===== config.mk =====
export PLATFORM = sky130hd
export DESIGN_NAME = phy_ctrl_bank
export DESIGN_NICKNAME = d
export VERILOG_FILES = /design/src/rtl/phy_ctrl_bank_pkg.sv /design/src/rtl/phy_ctrl_decode.sv /design/src/rtl/phy_ctrl_datapath.sv /design/src/rtl/phy_ctrl_bank.sv
export SDC_FILE = /design/constraint.sdc
export NUM_CORES = 1
export LEC_CHECK = 0
export BUFFER_PORTS_ARGS = -buffer_cell sky130_fd_sc_hd__buf_2
export CAP_MARGIN = 10
export CORE_MARGIN = 10
export CORE_UTILIZATION = 55
export CTS_CLUSTER_SIZE = 10
export DETAILED_ROUTE_END_ITERATION = 10
export GPL_TIMING_DRIVEN = 0
export PLACE_DENSITY_LB_ADDON = 0.25
export SYNTH_ARGS = -nofsm -noshare
export SYNTH_HDL_FRONTEND = slang
export SYNTH_SLANG_ARGS = --single-unit

===== constraint.sdc =====
create_clock -name clk -period 2.3 [get_ports clk]
set_input_delay 0 -clock clk [delete_from_list [all_inputs] [get_ports clk]]
set_output_delay 0 -clock clk [all_outputs]
set_load 0.005 [all_outputs]

===== src/rtl/phy_ctrl_bank_pkg.sv =====
`timescale 1ns/1ps
package phy_ctrl_bank_pkg;
  localparam int HALF_W     = 16;
  localparam int WORD_W     = 2 * HALF_W;
  localparam int CTRL_COUNT = 7;
  localparam int STATUS_IDX = 8;

  // register indices (byte offset / 4) whose fields are decoded
  localparam int CLK_REG_IDX = 0;
  localparam int PWR_REG_IDX = 6;

  // field positions inside their registers
  localparam int PWR_BIT      = 0;
  localparam int DLL_EN_BIT   = 1;
  localparam int DRV_LSB      = 4;
  localparam int DRV_W        = 3;
  localparam int TAP_SEL_LSB  = 7;
  localparam int TAP_SEL_W    = 4;
  localparam int TAP_EN_BIT   = 11;
  localparam int FREQ_LSB     = 12;
  localparam int FREQ_W       = 2;
  localparam int CAL_DONE_BIT = 6;
  localparam int DLL_RDY_BIT  = 5;

  typedef struct packed {
    logic [CTRL_COUNT-1:0] wrEn;
    logic [CTRL_COUNT-1:0] rdEn;
    logic                  rdStatus;
    logic                  rdAny;
  } bankStrobes_t;
endpackage


===== src/rtl/phy_ctrl_decode.sv =====
`timescale 1ns/1ps
module phy_ctrl_decode
  import phy_ctrl_bank_pkg::*;
#(
  parameter int ADDR_W = 8
) (
  input  logic              clk,
  input  logic              rstN,
  input  logic              reqValid,
  input  logic              reqWrite,
  input  logic [ADDR_W-1:0] reqAddr,
  output bankStrobes_t      strobes
);
  localparam int IDX_W = ADDR_W - 2;

  logic             aligned;
  logic [IDX_W-1:0] wordIdx;
  logic             isRead;
  logic             isWrite;

  assign aligned = (reqAddr[1:0] == 2'b00);
  assign wordIdx = reqAddr[ADDR_W-1:2];
  assign isRead  = reqValid && !reqWrite;
  assign isWrite = reqValid && reqWrite && aligned;

  for (genvar i = 0; i < CTRL_COUNT; i++) begin : g_sel
    assign strobes.wrEn[i] = isWrite && (wordIdx == IDX_W'(i));
    assign strobes.rdEn[i] = isRead && aligned && (wordIdx == IDX_W'(i));
  end

  assign strobes.rdStatus = isRead && aligned && (wordIdx == IDX_W'(STATUS_IDX));
  assign strobes.rdAny    = isRead;

  // at most one control register is written per request
  assert_one_target_R4: assert property (@(posedge clk) disable iff (!rstN)
    $onehot0(strobes.wrEn));

  // a request that is not a write never raises a write strobe
  assert_no_stray_write_R9: assert property (@(posedge clk) disable iff (!rstN)
    !(reqValid && reqWrite) |-> (strobes.wrEn == '0));
endmodule


===== src/rtl/phy_ctrl_datapath.sv =====
`timescale 1ns/1ps
module phy_ctrl_datapath
  import phy_ctrl_bank_pkg::*;
(
  input  logic              clk,
  input  logic              rstN,
  input  bankStrobes_t      strobes,
  input  logic [WORD_W-1:0] reqWdata,
  input  logic              calDoneIn,
  input  logic              dllReadyIn,
  output logic              rdValid,
  output logic [WORD_W-1:0] rdData,
  output logic              phyPowerOn,
  output logic              dllEnable,
  output logic [DRV_W-1:0]  driveCode,
  output logic              tapDelayEn,
  output logic [TAP_SEL_W-1:0] tapDelaySel,
  output logic [FREQ_W-1:0] freqSel
);
  logic [HALF_W-1:0] ctrlReg [CTRL_COUNT];
  logic [HALF_W-1:0] bitEnable;
  logic [HALF_W-1:0] newBits;
  logic [WORD_W-1:0] rdNext;

  assign bitEnable = reqWdata[WORD_W-1:HALF_W];
  assign newBits   = reqWdata[HALF_W-1:0];

  for (genvar i = 0; i < CTRL_COUNT; i++) begin : g_reg
    always_ff @(posedge clk or negedge rstN) begin
      if (!rstN) begin
        ctrlReg[i] <= '0;
      end else if (strobes.wrEn[i]) begin
        ctrlReg[i] <= (ctrlReg[i] & ~bitEnable) | (newBits & bitEnable);
      end
    end

    // bits whose enable was 0 in the write keep their value
    assert_mask_hold_R2: assert property (@(posedge clk) disable iff (!rstN)
      strobes.wrEn[i] |=>
        (((ctrlReg[i] ^ $past(ctrlReg[i])) & ~$past(bitEnable)) == '0));

    // a register without a write strobe does not change
    assert_idle_hold_R9: assert property (@(posedge clk) disable iff (!rstN)
      !strobes.wrEn[i] |=> $stable(ctrlReg[i]));
  end

  always_comb begin
    rdNext = '0;
    for (int i = 0; i < CTRL_COUNT; i++) begin
      if (strobes.rdEn[i]) rdNext[HALF_W-1:0] = ctrlReg[i];
    end
    if (strobes.rdStatus) begin
      rdNext[CAL_DONE_BIT] = calDoneIn;
      rdNext[DLL_RDY_BIT]  = dllReadyIn;
    end
  end

  always_ff @(posedge clk or negedge rstN) begin
    if (!rstN) begin
      rdValid <= 1'b0;
      rdData  <= '0;
    end else begin
      rdValid <= strobes.rdAny;
      rdData  <= rdNext;
    end
  end

  assign phyPowerOn  = ctrlReg[PWR_REG_IDX][PWR_BIT];
  assign dllEnable   = ctrlReg[PWR_REG_IDX][DLL_EN_BIT];
  assign driveCode   = ctrlReg[PWR_REG_IDX][DRV_LSB +: DRV_W];
  assign tapDelaySel = ctrlReg[CLK_REG_IDX][TAP_SEL_LSB +: TAP_SEL_W];
  assign tapDelayEn  = ctrlReg[CLK_REG_IDX][TAP_EN_BIT];
  assign freqSel     = ctrlReg[CLK_REG_IDX][FREQ_LSB +: FREQ_W];

  // the upper half of read data is always zero
  assert_upper_zero_R3: assert property (@(posedge clk) disable iff (!rstN)
    rdValid |-> (rdData[WORD_W-1:HALF_W] == '0));

  // read data is valid exactly one cycle after a read request
  assert_rd_latency_R3: assert property (@(posedge clk) disable iff (!rstN)
    strobes.rdAny |=> rdValid);

  // a status read returns the calibration input sampled at request time
  assert_status_cal_R8: assert property (@(posedge clk) disable iff (!rstN)
    strobes.rdStatus |=> (rdData[CAL_DONE_BIT] == $past(calDoneIn)));
endmodule


===== src/rtl/phy_ctrl_bank.sv =====
`timescale 1ns/1ps
module phy_ctrl_bank
  import phy_ctrl_bank_pkg::*;
#(
  parameter int ADDR_W = 8
) (
  input  logic              clk,
  input  logic              rstN,
  input  logic              reqValid,
  input  logic              reqWrite,
  input  logic [ADDR_W-1:0] reqAddr,
  input  logic [31:0]       reqWdata,
  output logic              rdValid,
  output logic [31:0]       rdData,
  input  logic              calDoneIn,
  input  logic              dllReadyIn,
  output logic              phyPowerOn,
  output logic              dllEnable,
  output logic [2:0]        driveCode,
  output logic              tapDelayEn,
  output logic [3:0]        tapDelaySel,
  output logic [1:0]        freqSel
);
  bankStrobes_t strobes;

  phy_ctrl_decode #(.ADDR_W(ADDR_W)) i_decode (
    .clk      (clk),
    .rstN     (rstN),
    .reqValid (reqValid),
    .reqWrite (reqWrite),
    .reqAddr  (reqAddr),
    .strobes  (strobes)
  );

  phy_ctrl_datapath i_datapath (
    .clk         (clk),
    .rstN        (rstN),
    .strobes     (strobes),
    .reqWdata    (reqWdata),
    .calDoneIn   (calDoneIn),
    .dllReadyIn  (dllReadyIn),
    .rdValid     (rdValid),
    .rdData      (rdData),
    .phyPowerOn  (phyPowerOn),
    .dllEnable   (dllEnable),
    .driveCode   (driveCode),
    .tapDelayEn  (tapDelayEn),
    .tapDelaySel (tapDelaySel),
    .freqSel     (freqSel)
  );
endmodule


==> results.yml <==
status:
  outcome: "complete, no violations"
synthesis:
  async_reset_ff_share_pct: 100
  syn-instance-count: 588
  ys_seq_elements: 129
  ys_seq_area_share_pct: 50.1
  synth-edff-count: 0
  synth.distinct_cells: 45
  postSynthAreaPerCell_um2: 11.0
  synthFlopType: "dfrtp_1"
  yosysWarnings: 0
  syn-cell-area_um2: 6450
timing:
  finalCritPeriodShare_pct: 97.5
  post-route-min-period_ns: 2.24
  relSlewSlack_pct: 31.7
  max_freq_mhz: 446
  worst_pin_slew_ns: 1.02
  hold_viol_final: 0
  setup-violations-final: 0
  rsz0062_at_grt: "false"
  drv_slew: 0
  finClkSkew_ns: 0.00569
  fin_ws_ns: 0.0582
power:
  power.density_nw_per_um2: 677
  ir_drop_uv: 692
  p_total_mw: 5.64
  p_leak_nw: 4.14
die:
  die_h_um: 128
  io_pins: 91
  coreArea_um2: 11500
  die_area_um2: 16500
  die_w_um: 128
  rows: 39
  initial_core_util_pct: 56.2
setup_path:
  end_kind: "register"
  cp_data_arrival_time_ns: 2.55
  critical_path_class: "in -> reg"
  crit_required_ns: 2.61
  start_kind: "primary input"
  critPathMaxFanout: 10
run:
  drv_cap: 0
detailed_routing:
  drt_iter0_markers: 643
  drcViolationCount: 0
  routedWlPerCell_um: 20.2
  first_pass_iters: 5
  routed_wl_mm: 18.4
  vias: 5227
  viasPerCell: 5.74
  ant_nets: 0
finish:
  area_growth_pct: 29.2
  layout.nets: 801
  stdcell_count: 911
  diodes: 0
  drive_gt1_share_pct: 33.6
  finalInstanceArea_um2: 8330
clocking:
  numCtsBuffers: 17
  clk_pin_slew_ns: 0.06
  cts_buffer_depth: 2
  clock_latency_ns: 0.42
  tritoncts: "built"
  cts.sinks: 129
  clockRootBuffer: "clkbuf_16"
  h-tree-depth: 4
min_path:
  hold_class: "in -> reg"
placement:
  post-place-ws_ns: 0.172
  hpwl_mm: 11.7
  portBuffers: 73
  gp_congestion: 0.903
  place_area_um2: 7080
  dp.cells: 820
global_routing:
  grt_overflow: 0
  grt_max_degree: 91
  grt.total_usage_pct: 23.1
  grt_pass1_vias: 5430
  grt_pass1_wl_mm: 29.5
  grt_antenna_before_repair: 0
-- layout by cell type (no fill, tap or decap), drive strengths merged, types with 8 or more instances in the layout --
cell type	count
a21oi	25
o21ai	13
o31ai	8
mux2	113
nor2	39
buf	120
o22ai	16
conb	16
dfrtp	129
clkbuf	29
nand2	140
dlygate4sd3	54
-- synth_stat cells (5+ instances only) --
| cell | count | share of area (%) |
|---|---|---|
| nand2_1 | 139 | 8.1 |
| dfrtp_1 | 129 | 50 |
| mux2_2 | 81 | 14 |
| nor2_1 | 33 | 1.9 |
| a21oi_1 | 25 | 1.9 |
| buf_4 | 25 | 2.9 |
| mux2_1 | 25 | 4.4 |
| o22ai_1 | 16 | 1.6 |
| o21ai_0 | 13 | 1.0 |
| buf_6 | 8 | 1.4 |
| o31ai_1 | 8 | 0.93 |
| a221o_1 | 7 | 1.1 |
| buf_2 | 7 | 0.54 |
| mux2_4 | 7 | 1.6 |
| nand3_1 | 7 | 0.54 |
| clkbuf_1 | 6 | 0.35 |
| nor2_4 | 5 | 0.87 |
-- power breakdown --
group / leakage (nW) / internal, mW / switching (mW) / total, mW
Clock: 0.319 / 1.95 / 0.973 / 2.93
Sequential: 1.80 / 2.30 / 0.0171 / 2.32
Combinational: 2.03 / 0.166 / 0.229 / 0.395
-- per-layer routing --
| layer | global-route usage (%) | wire length [µm] | vias up |
|---|---|---|---|
| met5 | 0 | 0 | - |
| met4 | 10.5 | 559 | 0 |
| met3 | 7.32 | 1500 | 48 |
| met2 | 35.8 | 8880 | 246 |
| met1 | 28.8 | 7490 | 2579 |
| li1 | - | - | 2354 |
-- cell type report --
| cell class | count | area (µm²) |
|---|---|---|
| buffer | 47 | 339 |
| clock buffer | 23 | 498 |
| clock inverter | 9 | 151 |
| fill | 806 | 3130 |
| inverter | 2 | 7.51 |
| multi-input combinational | 425 | 2940 |
| sequential | 129 | 3230 |
| tap | 143 | 179 |
| timing repair buffer | 133 | 990 |
-- critical path, stage by stage --
cell and delay (ns):
dlygate4sd3_1 0.53, buf_2 0.14, or4b_1 0.56, buf_2 0.22, nor2_2 0.32, nand2_2 0.28, o32a_1 0.23, a21oi_1 0.25
-- cells by family (layout without fill, tap and decap cells) --
logic type | Yosys count | in the layout | share of synthesized area [%]
AOI/OAI and AO/OA | 85 | 85 | 8.52
muxes | 117 | 117 | 21.3
and+or+nand+nor | 207 | 207 | 14.6
DFF | 129 | 129 | 50.1
other | 1 | 16 | 0.0582
buffers and inverters | 49 | 214 | 5.37
-- worst paths after layout --
| kind | startpoint | to | slack, ns | cells past startpoint |
|---|---|---|---|---|
| setup / recovery | reqWrite | i_datapath.rdData[5] | 0.06 | 8 |
| hold / removal | reqAddr[7] | i_datapath.rdData[5] | 0.05 | 4 |
| setup reg to reg | register | register | 0.91 | 2 |
| hold reg to reg | register | register | 0.50 | 1 |
| max in group asynchronous | rstN | async pin | 1.45 | 3 |
| min in group asynchronous | rstN | async pin | 0.07 | 2 |
-- what timing repair did --
action                     in CTS  in global routing
hold buffers                   54                  0
setup endpoints to repair       0                 15
hold endpoints to repair      245                  0
resized for setup               0                  3
buffers inserted                0                  5
-- metrics by stage --
stage / util, % / hold WS [ns] / TNS, ns
3_5_place_dp: 61.8 / -0.0649 / 0
3_3_place_gp: 61.5 / 0.181 / -52.28
2_1_floorplan: - / -0.296 / 0
6_report: 72.7 / 0.0488 / 0
4_1_cts: 72.1 / 0.0148 / 0
5_1_grt: 72.7 / 0.0573 / 0
Power figures use the tool's default switching activity.
